<file path="src/rtl/fcc_pkg.sv">
package fcc_pkg;

  localparam int unsigned IRQ_N   = 8;
  localparam int unsigned EXT_N   = IRQ_N - 4;
  localparam int unsigned NREG    = 9;

  // register slot indices, byte offset = 4 * index
  localparam int unsigned SLOT_EN_SET = 0;
  localparam int unsigned SLOT_EN_CLR = 1;
  localparam int unsigned SLOT_ST_SET = 2;
  localparam int unsigned SLOT_ST_CLR = 3;
  localparam int unsigned SLOT_MASKED = 4;
  localparam int unsigned SLOT_CTRL   = 5;
  localparam int unsigned SLOT_STATE  = 6;
  localparam int unsigned SLOT_ADDR   = 7;
  localparam int unsigned SLOT_DATA   = 8;

  // interrupt bit positions
  localparam int unsigned IB_ACCEPT = 0;
  localparam int unsigned IB_OK     = 1;
  localparam int unsigned IB_FAIL   = 2;
  localparam int unsigned IB_REJECT = 3;

  localparam int unsigned CTRL_ABORT_BIT = 4;

  typedef enum logic [1:0] {
    ENG_IDLE = 2'd0,
    ENG_PEND = 2'd1,
    ENG_WAIT = 2'd2
  } eng_state_e;

  localparam logic [2:0] OP_NONE  = 3'b000;
  localparam logic [2:0] OP_READ  = 3'b001;
  localparam logic [2:0] OP_WRITE = 3'b010;
  localparam logic [2:0] OP_ROW   = 3'b011;
  localparam logic [2:0] OP_ERASE = 3'b100;
  localparam logic [2:0] OP_MASS  = 3'b111;

  function automatic logic op_legal(input logic [2:0] code);
    return (code == OP_READ) || (code == OP_WRITE) || (code == OP_ROW) ||
           (code == OP_ERASE) || (code == OP_MASS);
  endfunction

endpackage

</file>
<file path="src/rtl/fcc_apb_dec.sv">
module fcc_apb_dec #(
  parameter int unsigned PADDR_W = 12,
  parameter int unsigned NSLOT   = 9
) (
  input  logic               psel,
  input  logic               penable,
  input  logic               pwrite,
  input  logic [PADDR_W-1:0] paddr,
  input  logic [3:0]         pstrb,
  output logic [NSLOT-1:0]   wr_hit,
  output logic [NSLOT-1:0]   rd_hit
);

  localparam int unsigned IDX_W = PADDR_W - 2;

  logic full_wr;

  always_comb begin
    full_wr = psel & penable & pwrite & (&pstrb);
  end

  for (genvar gi = 0; gi < NSLOT; gi++) begin : g_slot
    logic sel;
    always_comb begin
      sel        = (paddr[PADDR_W-1:2] == IDX_W'(gi)) && (paddr[1:0] == 2'b00);
      wr_hit[gi] = full_wr & sel;
      rd_hit[gi] = sel;
    end
  end

endmodule

</file>
<file path="src/rtl/fcc_irq_bank.sv">
module fcc_irq_bank #(
  parameter int unsigned N = 8
) (
  input  logic         clk,
  input  logic         rst_n,
  input  logic [N-1:0] wbits,
  input  logic         en_set_wr,
  input  logic         en_clr_wr,
  input  logic         st_set_wr,
  input  logic         st_clr_wr,
  input  logic [N-1:0] hw_set,
  output logic [N-1:0] en_q,
  output logic [N-1:0] st_q,
  output logic [N-1:0] masked,
  output logic         irq
);

  logic [N-1:0] en_d;
  logic [N-1:0] st_d;
  logic         en_ce;
  logic         st_ce;

  always_comb begin
    en_ce = en_set_wr | en_clr_wr;
    en_d  = (en_q & ~({N{en_clr_wr}} & wbits)) | ({N{en_set_wr}} & wbits);
    st_ce = st_set_wr | st_clr_wr | (|hw_set);
    // hardware set is applied last so it wins over a software clear
    st_d  = (st_q & ~({N{st_clr_wr}} & wbits)) | ({N{st_set_wr}} & wbits) | hw_set;
  end

  always_ff @(posedge clk or negedge rst_n) begin
    if (!rst_n) begin
      en_q <= '0;
      st_q <= '0;
    end else begin
      if (en_ce) en_q <= en_d;
      if (st_ce) st_q <= st_d;
    end
  end

  always_comb begin
    masked = st_q & en_q;
    irq    = |masked;
  end


  hw_set_wins_chk: assert property (@(posedge clk) disable iff (!rst_n)
    (|hw_set) |=> ((st_q & $past(hw_set)) == $past(hw_set)));


  en_clr_chk: assert property (@(posedge clk) disable iff (!rst_n)
    (en_clr_wr && !en_set_wr) |=> ((en_q & $past(wbits)) == '0));


  irq_drop_chk: assert property (@(posedge clk) disable iff (!rst_n)
    (st_clr_wr && (&wbits) && (hw_set == '0)) |=> !irq);

endmodule

</file>
<file path="src/rtl/fcc_cmd_engine.sv">
module fcc_cmd_engine
  import fcc_pkg::*;
#(
  parameter int unsigned ADDR_W = 22,
  parameter int unsigned DATA_W = 32
) (
  input  logic              clk,
  input  logic              rst_n,
  input  logic              wr_ctrl,
  input  logic              wr_addr,
  input  logic              wr_data,
  input  logic [DATA_W-1:0] wdata,
  input  logic              results_open,
  input  logic              sw_clr_result,
  input  logic              cmd_ready,
  input  logic              rsp_valid,
  input  logic              rsp_err,
  input  logic [DATA_W-1:0] rsp_rdata,
  output logic              cmd_valid,
  output logic [2:0]        cmd_code,
  output logic              cmd_abort,
  output logic [ADDR_W-1:0] addr_q,
  output logic [DATA_W-1:0] data_q,
  output logic [2:0]        ctrl_q,
  output logic [4:0]        state_view,
  output logic              evt_accept,
  output logic              evt_ok,
  output logic              evt_err,
  output logic              evt_reject
);

  eng_state_e        state_q, state_d;
  logic [2:0]        op_q, op_d;
  logic [2:0]        ctrl_d;
  logic [ADDR_W-1:0] addr_d;
  logic [DATA_W-1:0] data_d;
  logic              acc_q, acc_d;
  logic              ok_q, ok_d;
  logic              err_q, err_d;
  logic              fin_q, fin_d;
  logic              abort_q, abort_d;

  logic blocked;
  logic abort_wr;
  logic prog_wr;
  logic start;
  logic accept;
  logic finish;

  always_comb begin
    blocked  = (state_q != ENG_IDLE) | results_open;
    abort_wr = wr_ctrl & wdata[CTRL_ABORT_BIT];
    prog_wr  = (wr_ctrl & ~wdata[CTRL_ABORT_BIT]) | wr_addr | wr_data;
    start    = wr_ctrl & ~wdata[CTRL_ABORT_BIT] & ~blocked & op_legal(wdata[2:0]);
    accept   = (state_q == ENG_PEND) & cmd_ready;
    finish   = (state_q == ENG_WAIT) & rsp_valid;
  end

  always_comb begin
    state_d = state_q;
    op_d    = op_q;
    ctrl_d  = ctrl_q;
    addr_d  = addr_q;
    data_d  = data_q;
    acc_d   = acc_q;
    ok_d    = ok_q;
    err_d   = err_q;
    fin_d   = fin_q;
    abort_d = abort_wr;

    if (wr_addr && !blocked) addr_d = wdata[ADDR_W-1:0];
    if (wr_data && !blocked) data_d = wdata;

    if (sw_clr_result) acc_d = 1'b0;

    case (state_q)
      ENG_IDLE: begin
        if (start) begin
          state_d = ENG_PEND;
          op_d    = wdata[2:0];
          ctrl_d  = wdata[2:0];
          ok_d    = 1'b0;
          err_d   = 1'b0;
          fin_d   = 1'b0;
        end
      end
      ENG_PEND: begin
        if (accept) begin
          state_d = ENG_WAIT;
          ctrl_d  = OP_NONE;
          acc_d   = 1'b1;
        end
      end
      ENG_WAIT: begin
        if (finish) begin
          state_d = ENG_IDLE;
          fin_d   = 1'b1;
          if (rsp_err) begin
            err_d = 1'b1;
          end else begin
            ok_d = 1'b1;
            if (op_q == OP_READ) data_d = rsp_rdata;
          end
        end
      end
      default: state_d = ENG_IDLE;
    endcase
  end

  always_ff @(posedge clk or negedge rst_n) begin
    if (!rst_n) begin
      state_q <= ENG_IDLE;
      op_q    <= OP_NONE;
      ctrl_q  <= OP_NONE;
      addr_q  <= '0;
      data_q  <= '0;
      acc_q   <= 1'b0;
      ok_q    <= 1'b0;
      err_q   <= 1'b0;
      fin_q   <= 1'b0;
      abort_q <= 1'b0;
    end else begin
      state_q <= state_d;
      op_q    <= op_d;
      ctrl_q  <= ctrl_d;
      addr_q  <= addr_d;
      data_q  <= data_d;
      acc_q   <= acc_d;
      ok_q    <= ok_d;
      err_q   <= err_d;
      fin_q   <= fin_d;
      abort_q <= abort_d;
    end
  end

  always_comb begin
    cmd_valid  = (state_q == ENG_PEND);
    cmd_code   = op_q;
    cmd_abort  = abort_q;
    state_view = {fin_q, err_q, ok_q, acc_q, (state_q == ENG_PEND)};
    evt_accept = accept;
    evt_ok     = finish & ~rsp_err;
    evt_err    = finish & rsp_err;
    evt_reject = prog_wr & blocked;
  end


  pend_hold_chk: assert property (@(posedge clk) disable iff (!rst_n)
    (cmd_valid && !cmd_ready) |=> (cmd_valid && $stable(cmd_code) && $stable(addr_q) && $stable(data_q)));


  accept_clear_chk: assert property (@(posedge clk) disable iff (!rst_n)
    (cmd_valid && cmd_ready) |=> (!cmd_valid && (ctrl_q == OP_NONE) && state_view[1]));


  reject_hold_chk: assert property (@(posedge clk) disable iff (!rst_n)
    (evt_reject && !rsp_valid) |=> ($stable(addr_q) && $stable(data_q) && !$rose(cmd_valid)));


  abort_pulse_chk: assert property (@(posedge clk) disable iff (!rst_n)
    cmd_abort |=> !cmd_abort);


  fail_keeps_data_chk: assert property (@(posedge clk) disable iff (!rst_n)
    (finish && rsp_err && !wr_data) |=> ($stable(data_q) && state_view[3] && state_view[4]));

endmodule

</file>
<file path="src/rtl/flash_cmd_ctrl.sv">
module flash_cmd_ctrl
  import fcc_pkg::*;
#(
  parameter int unsigned PADDR_W = 12,
  parameter int unsigned ADDR_W  = 22,
  parameter int unsigned DATA_W  = 32
) (
  input  logic               clk,
  input  logic               rst_n,
  input  logic               psel,
  input  logic               penable,
  input  logic               pwrite,
  input  logic [PADDR_W-1:0] paddr,
  input  logic [DATA_W-1:0]  pwdata,
  input  logic [3:0]         pstrb,
  output logic [DATA_W-1:0]  prdata,
  output logic               cmd_valid,
  output logic [2:0]         cmd_code,
  output logic               cmd_abort,
  output logic [ADDR_W-1:0]  cmd_addr,
  output logic [DATA_W-1:0]  cmd_wdata,
  input  logic               cmd_ready,
  input  logic               rsp_valid,
  input  logic               rsp_err,
  input  logic [DATA_W-1:0]  rsp_rdata,
  input  logic [EXT_N-1:0]   hw_evt,
  output logic               irq
);

  logic [1:0] rst_sync_q;
  logic       rst_int_n;

  always_ff @(posedge clk or negedge rst_n) begin
    if (!rst_n) rst_sync_q <= 2'b00;
    else        rst_sync_q <= {rst_sync_q[0], 1'b1};
  end

  always_comb rst_int_n = rst_sync_q[1];

  logic [NREG-1:0]   wr_hit;
  logic [NREG-1:0]   rd_hit;
  logic [IRQ_N-1:0]  en_q, st_q, masked, hw_set;
  logic [ADDR_W-1:0] addr_q;
  logic [DATA_W-1:0] data_q;
  logic [2:0]        ctrl_q;
  logic [4:0]        state_view;
  logic              evt_accept, evt_ok, evt_err, evt_reject;
  logic              results_open, sw_clr_result;

  fcc_apb_dec #(.PADDR_W(PADDR_W), .NSLOT(NREG)) u_dec (
    .psel(psel), .penable(penable), .pwrite(pwrite), .paddr(paddr),
    .pstrb(pstrb), .wr_hit(wr_hit), .rd_hit(rd_hit)
  );

  always_comb begin
    hw_set                 = '0;
    hw_set[IB_ACCEPT]      = evt_accept;
    hw_set[IB_OK]          = evt_ok;
    hw_set[IB_FAIL]        = evt_err;
    hw_set[IB_REJECT]      = evt_reject;
    hw_set[IRQ_N-1:4]      = hw_evt;
    results_open           = st_q[IB_ACCEPT] | st_q[IB_OK] | st_q[IB_FAIL];
    sw_clr_result          = wr_hit[SLOT_ST_CLR] & (pwdata[IB_OK] | pwdata[IB_FAIL]);
  end

  fcc_irq_bank #(.N(IRQ_N)) u_irq (
    .clk(clk), .rst_n(rst_int_n), .wbits(pwdata[IRQ_N-1:0]),
    .en_set_wr(wr_hit[SLOT_EN_SET]), .en_clr_wr(wr_hit[SLOT_EN_CLR]),
    .st_set_wr(wr_hit[SLOT_ST_SET]), .st_clr_wr(wr_hit[SLOT_ST_CLR]),
    .hw_set(hw_set), .en_q(en_q), .st_q(st_q), .masked(masked), .irq(irq)
  );

  fcc_cmd_engine #(.ADDR_W(ADDR_W), .DATA_W(DATA_W)) u_eng (
    .clk(clk), .rst_n(rst_int_n),
    .wr_ctrl(wr_hit[SLOT_CTRL]), .wr_addr(wr_hit[SLOT_ADDR]), .wr_data(wr_hit[SLOT_DATA]),
    .wdata(pwdata), .results_open(results_open), .sw_clr_result(sw_clr_result),
    .cmd_ready(cmd_ready), .rsp_valid(rsp_valid), .rsp_err(rsp_err), .rsp_rdata(rsp_rdata),
    .cmd_valid(cmd_valid), .cmd_code(cmd_code), .cmd_abort(cmd_abort),
    .addr_q(addr_q), .data_q(data_q), .ctrl_q(ctrl_q), .state_view(state_view),
    .evt_accept(evt_accept), .evt_ok(evt_ok), .evt_err(evt_err), .evt_reject(evt_reject)
  );

  always_comb begin
    cmd_addr  = addr_q;
    cmd_wdata = data_q;
  end

  logic [DATA_W-1:0] view [NREG];

  always_comb begin
    view[SLOT_EN_SET] = DATA_W'(en_q);
    view[SLOT_EN_CLR] = DATA_W'(en_q);
    view[SLOT_ST_SET] = DATA_W'(st_q);
    view[SLOT_ST_CLR] = DATA_W'(st_q);
    view[SLOT_MASKED] = DATA_W'(masked);
    view[SLOT_CTRL]   = DATA_W'(ctrl_q);
    view[SLOT_STATE]  = DATA_W'(state_view);
    view[SLOT_ADDR]   = DATA_W'(addr_q);
    view[SLOT_DATA]   = data_q;
    prdata = '0;
    for (int i = 0; i < NREG; i++) begin
      if (rd_hit[i]) prdata = prdata | view[i];
    end
  end


  strobe_ignore_chk: assert property (@(posedge clk) disable iff (!rst_int_n)
    (psel && penable && pwrite && !(&pstrb)) |=> ($stable(en_q) && $stable(addr_q) && $stable(ctrl_q)));

endmodule

</file>
<file path="config.mk">
export PLATFORM = sky130hd
export DESIGN_NAME = flash_cmd_ctrl
export DESIGN_NICKNAME = d
export VERILOG_FILES = /design/src/rtl/fcc_pkg.sv /design/src/rtl/fcc_apb_dec.sv /design/src/rtl/fcc_irq_bank.sv /design/src/rtl/fcc_cmd_engine.sv /design/src/rtl/flash_cmd_ctrl.sv
export SDC_FILE = /design/constraint.sdc
export NUM_CORES = 1
export LEC_CHECK = 0
export BUFFER_PORTS_ARGS = -buffer_cell sky130_fd_sc_hd__buf_2
export CAP_MARGIN = 40
export CORE_ASPECT_RATIO = 0.5
export CORE_UTILIZATION = 48
export CTS_CLUSTER_SIZE = 24
export DETAILED_ROUTE_END_ITERATION = 6
export PLACE_DENSITY = 0.79
export SYNTH_ARGS = -nofsm -noshare
export SYNTH_HDL_FRONTEND = slang
export SYNTH_HIERARCHICAL = 1
export SYNTH_SLANG_ARGS = --single-unit
</file>
<file path="constraint.sdc">
create_clock -name clk -period 3.11 [get_ports clk]
set_input_delay 0.622 -clock clk [delete_from_list [all_inputs] [get_ports clk]]
set_output_delay 0.622 -clock clk [all_outputs]
set_load 0.02 [all_outputs]
</file>
==> results of run 1 <==
==> critical path, delay by kind of cell <==
kind	cells	cell delay, ns
AND/OR/NAND/NOR	5	1.23
buffers and inverters	2	0.28
AO/OA/AOI/OAI	1	0.15
==> sequential cells by signal (all words and copies together) (netlist names) <==
register and cells:
u_irq/en_q 8, u_eng/addr_q 22, u_eng/state_q 2, rst_sync_q 2, u_eng/cmd_abort 1, u_eng/ok_q 1
u_eng/acc_q 1, u_irq/st_q 8, u_eng/ctrl_q 3, u_eng/fin_q 1, u_eng/cmd_code 3, u_eng/data_q 32
u_eng/err_q 1
==> placed cells by master (no fill, tap or decap), types with 20 or more instances in the layout <==
cell type    n
a21oi_1     34
and2_1      20
buf_2      183
dfrtp_1     84
mux2i_1     32
nand2_1     26
mux2_4      20
a22o_1      22
nor2_1      40
==> through the flow <==
stage	instance area [um^2]	setup WS, ns	std cells	utilization	hold slack [ns]
2_1_floorplan	4640	0.407	439	-	0.326
3_3_place_gp	5580	0.250	724	0.618	0.337
3_5_place_dp	5610	0.242	725	0.621	0.317
4_1_cts	5880	0.229	741	0.651	0.0443
5_1_grt	5880	0.0768	741	0.651	0.0370
6_report	5880	0.186	741	0.651	0.0531
==> report_power, final <==
| part | internal (mW) | leakage (nW) | switching [mW] |
|---|---|---|---|
| clock network | 0.538 | 0.120 | 0.447 |
| logic | 0.0638 | 1.70 | 0.0749 |
| registers | 1.12 | 1.15 | 0.0188 |
| total | 1.72 | 2.97 | 0.541 |
==> routing by layer <==
layer | vias up | GRT usage
met5 | - | 0
met4 | 0 | 0.0676
met3 | 18 | 0.0755
met2 | 191 | 0.431
met1 | 2034 | 0.351
li1 | 1941 | -
==> final cells by class <==
class	instances	area [um^2]
fill	757	3160
multi-input combinational	306	2200
sequential	85	2130
timing repair buffer	198	1100
clock buffer	10	229
tap	130	163
clock inverter	6	40.0
inverter	6	22.5
==> final timing paths <==
check	startpoint	to	slack (ns)	depth (start not counted)
hold / removal	rst_n	rst_sync_q[1]	0.05	1
max in group asynchronous	rst_sync_q[1]	u_irq/en_q[5]	2.20	1
hold reg to reg	rst_sync_q[1]	u_eng/data_q[30]	0.30	0
setup reg to reg	u_irq/st_q[2]	u_eng/addr_q[18]	0.93	5
min in group clk	rst_sync_q[0]	rst_sync_q[1]	0.35	0
setup / recovery	paddr[7]	prdata[0]	0.19	8
==> results.md, run 1 <==
* DP HPWL at 9.19 mm
* Achievable Freq at 342 MHz
* Final nets at 698
* Critical Path End Type: primary output
* Critical path class: in2out
* Post-Syn Area per Cell at 10.6 um^2
* Num CTS Buffers at 9
* Final setup viols at 0
* Initial DRC Count at 357
* Worst Tran Pin Value at 0.674 ns
* Leak at 2.97 nW
* DR vias at 4184
* I/O pin count at 184
* WL final at 12.9 mm
* Top Metal Used: met4
* CTS sink cnt at 85
* Final hold vios at 0
* Peak VDD IR at 295 uV
* Clk root buf: clkbuf_16
* Area of the die at 0.0101 mm^2
* Starting density of the core at 0.514
* DR WL met2 at 6.06 mm
* Reg clk slew, reported paths at 0.06 ns
* Startpoint Class: input pin
* Post-layout minimum cycle time at 2.92 ns
* Die X at 141 um
* N_diodes at 0
* Vias per inst at 5.65
* Vias in the first global route at 3981
* Area of the core at 0.00904 mm^2
* Placer Congestion at 0.842
* DR DRC count at 7
* GRT overflow at 0
* Row cnt at 24
* Hold_buf cts at 0
* Crit path DAT at 2.30 ns
* Postcts setup bufs at 0
* Gr usage total at 0.264
* Tcrit/Tclk final at 0.940
* Share of layout cells above drive strength 1 at 0.411
* Worst min path class: in2async
* IO Port Bufs at 183
* Outcome: finished, violations left
* Slew Limit Fails at 0
* DRT met1 WL at 5.69 mm
* Largest net degree at the start of global routing at 50
* Total Neg Setup Slack at 0 ns
* Cell Chain, Critical Path: buf_2, nor4_4, nand2_2, nor4_1, or2_1, a222oi_1, nand3_1, buf_2
* Gate Count Post-Synth at 439
* H-tree depth at 3
* WL/cell at 17.3 um
* Total of max-cap violations at 0
* Clock Skew at 0.00609 ns
* Overall Power at 2.26 mW
* Cell area after synthesis at 0.00464 mm^2
* Slew margin rel. at 0.549
* Slowest CP cell: or2_1
* Worst endpoint required time at 2.49 ns
* Skew-Pair Late Insertion Delay at 0.34 ns
* Top fanout value on the critical path at 11
* DRT antenna net count at 0
* Global-route wire length before repair at 20.4 mm
* Ys Warns at 6
* Failing checks: design-rule violations
* Die Ht at 71.5 um
* Wire length on met3 at 936 um
* Pre-antenna DRT Iters at 7
* Worst path most repeated cell: buf_2
* Crit-path max cell delay at 0.36 ns
* RSZ-0062 raised after global routing: false
* Mapped Nets at 531
* CTS tree: built
* Area grow syn2layout at 26.7%
* # resized after CTS at 0
* Initial antenna violation count at 0
* CTS Buffer Depth at 2
* Cell Pwr Density at 385 mW/mm^2
Power figures use the tool's default switching activity.
==> inputs of run 2 (changes only) <==
- BUFFER_PORTS_ARGS: -buffer_cell sky130_fd_sc_hd__buf_2 -> -buffer_cell sky130_fd_sc_hd__buf_4
==> results.md, run 2 (same netlist as run 1, synthesis figures left out) <==
* Outcome: finished, final reports clean (was finished, violations left)
* Row cnt at 24 (unchanged)
* DRT antenna net count at 0 (unchanged)
* WL/cell at 18.3 um (was 17.3 um)
* Total Neg Setup Slack at 0 ns (unchanged)
* Total of max-cap violations at 0 (unchanged)
* Clk root buf: clkbuf_16 (unchanged)
* Hold_buf cts at 0 (unchanged)
* Area grow syn2layout at 37.3% (was 26.7%)
* Pre-antenna DRT Iters at 6 (was 7)
* DR DRC count at 0 (was 7)
* I/O pin count at 184 (unchanged)
* Die Ht at 71.5 um (unchanged)
* Worst path top cell family by delay: simple AND/OR/NAND/NOR gates (unchanged)
* Critical path class: in2out (unchanged)
* Largest Register: u_eng/data_q (unchanged)
* # resized after CTS at 0 (unchanged)
* Placer Congestion at 0.823 (was 0.842)
* Critical Path End Type: primary output (unchanged)
* Reg clk slew, reported paths at 0.07 ns (was 0.06 ns)
* Worst min path class: in2async (unchanged)
* DR vias at 4183 (was 4184)
* Starting density of the core at 0.514 (unchanged)
* Final nets at 697 (was 698)
* Most frequent cells in the layout: buf_4, dfrtp_1, nor2_1 (was buf_2, dfrtp_1, nor2_1)
* Share of layout cells above drive strength 1 at 0.411 (about the same)
* Vias per inst at 5.66 (was 5.65)
* Slew margin rel. at 0.549 (about the same)
* DP HPWL at 9.36 mm (was 9.19 mm)
* Die X at 141 um (unchanged)
* GRT overflow at 0 (unchanged)
* Crit-path max cell delay at 0.33 ns (was 0.36 ns)
* Startpoint Class: input pin (unchanged)
* Largest net degree at the start of global routing at 78 (was 50)
* Area of the die at 0.0101 mm^2 (unchanged)
* Final hold vios at 0 (unchanged)
* Overall Power at 2.55 mW (was 2.26 mW)
* Max FFs per register at 32 (unchanged)
* Most common cell after layout, fill and taps aside: buf_4 (was buf_2)
* Logic gate share of total power at 0.069 (was 0.061)
* Int Power at 2.02 mW (was 1.72 mW)
* Slowest CP cell: nor4_4 (was or2_1)
* Clock power share at 0.487 (was 0.436)
* Tcrit/Tclk final at 0.914 (was 0.940)
* Leak at 3.06 nW (was 2.97 nW)
* Worst Tran Pin Value at 0.674 ns (about the same)
* Largest registers: u_eng/data_q: 32 flops, u_eng/addr_q: 22 flops (unchanged)
* Global-route wire length before repair at 21.3 mm (was 20.4 mm)
* Area of the core at 0.00904 mm^2 (unchanged)
* Slew Limit Fails at 0 (unchanged)
* Achievable Freq at 352 MHz (was 342 MHz)
* Worst endpoint required time at 2.49 ns (about the same)
* Net load switching power at 534 uW (was 541 uW)
* Initial DRC Count at 316 (was 357)
* CTS Buffer Depth at 2 (unchanged)
* Skew-Pair Late Insertion Delay at 0.34 ns (about the same)
* Vias in the first global route at 4108 (was 3981)
* CP bufs+invs at 2 (unchanged)
* Top fanout value on the critical path at 11 (unchanged)
* CTS tree: built (unchanged)
* Num CTS Buffers at 9 (unchanged)
* Reg power frac at 0.443 (was 0.503)
* Crit path DAT at 2.22 ns (was 2.30 ns)
* Worst path most repeated cell: buf_4 (was buf_2)
* Cell Pwr Density at 400 mW/mm^2 (was 385 mW/mm^2)
* WL final at 13.6 mm (was 12.9 mm)
* Initial antenna violation count at 0 (unchanged)
* Cell Chain, Critical Path: buf_4, nor4_4, nand2_2, nor4_1, or2_2, a22oi_1, nand3_1, buf_4 (was buf_2, nor4_4, nand2_2, nor4_1, or2_1, a222oi_1, nand3_1, buf_2)
* Final setup viols at 0 (unchanged)
* Postcts setup bufs at 0 (unchanged)
* Gr usage total at 0.275 (was 0.264)
* H-tree depth at 3 (unchanged)
* Peak VDD IR at 297 uV (was 295 uV)
* Sw Ratio at 0.209 (was 0.239)
* RSZ-0062 raised after global routing: false (unchanged)
* Post-layout minimum cycle time at 2.84 ns (was 2.92 ns)
* CTS sink cnt at 85 (unchanged)
* N_diodes at 0 (unchanged)
* Clock Skew at 0.00783 ns (was 0.00609 ns)
* IO Port Bufs at 183 (unchanged)
==> run 2: cell count changes in the layout (fill, tap and decap cells not counted) <==
cell        previous run  this run
clkbuf_8               0         1
clkinvlp_4             4         1
buf_4                 10       194
buf_12                 4         3
clkinv_2               2         0
buf_16                 1         0
bufinv_16              0         3
buf_2                183         0
or2_4                  0         1
or2_1                  1         0
==> run 2: final timing paths <==
| kind | endpoint | slack (ns) | start | cells past startpoint |
|---|---|---|---|---|
| hold reg to reg | u_eng/data_q[12] | 0.13 | rst_sync_q[1] | 0 |
| setup reg to reg | u_eng/addr_q[16] | 0.95 | u_irq/st_q[2] | 5 |
| hold / removal | rst_sync_q[1] | 0.05 | rst_n | 1 |
| max in group asynchronous | u_eng/cmd_code[2] | 2.34 | rst_sync_q[1] | 1 |
| setup / recovery | prdata[4] | 0.27 | paddr[7] | 8 |
| min in group clk | rst_sync_q[1] | 0.35 | rst_sync_q[0] | 0 |
==> run 2: cell type report <==
class / instances / area [um^2]
clock buffer: 11 / 243
sequential: 85 / 2130
clock inverter: 4 / 97.6
fill: 720 / 2670
inverter: 6 / 22.5
multi-input combinational: 306 / 2200
timing repair buffer: 197 / 1520
tap: 130 / 163
==> run 2: per-layer routing <==
layer,track usage,vias to the layer above,part of all wire,wire [um]
met3,0.0635,15,0.067,905
met5,0,-,0,0
li1,-,1938,-,-
met4,0.0870,0,0.010,139
met1,0.355,2048,0.43,5780
met2,0.465,182,0.50,6740
==> run 2: worst reg2reg max path, stage by stage (launching register included) <==
cell     delay, ns
dfrtp_1       0.41
or3_1         0.45
nor3_2        0.35
and2_2        0.27
buf_12        0.21
mux2_4        0.36
==> run 2: per-stage QoR <==
step	worst slack [ns]	cell area [um^2]	cells	hold slack (ns)	util
floorplan	0.407	4640	439	0.326	-
global placement	0.260	6030	724	0.131	0.667
detailed placement	0.237	6030	724	0.128	0.667
CTS	0.214	6370	739	0.0375	0.705
global route	0.0625	6370	739	0.0310	0.705
finish	0.269	6370	739	0.0473	0.705
==> run 2: power by group through the flow <==
stage | sequential, mW | clock, mW | combinational [mW]
global route | 1.13 | 1.31 | 0.193
floorplan | 1.16 | 0 | 0.0458
global placement | 1.15 | 0 | 0.173
detailed placement | 1.15 | 0 | 0.177
CTS | 1.13 | 1.26 | 0.178
finish | 1.13 | 1.24 | 0.177
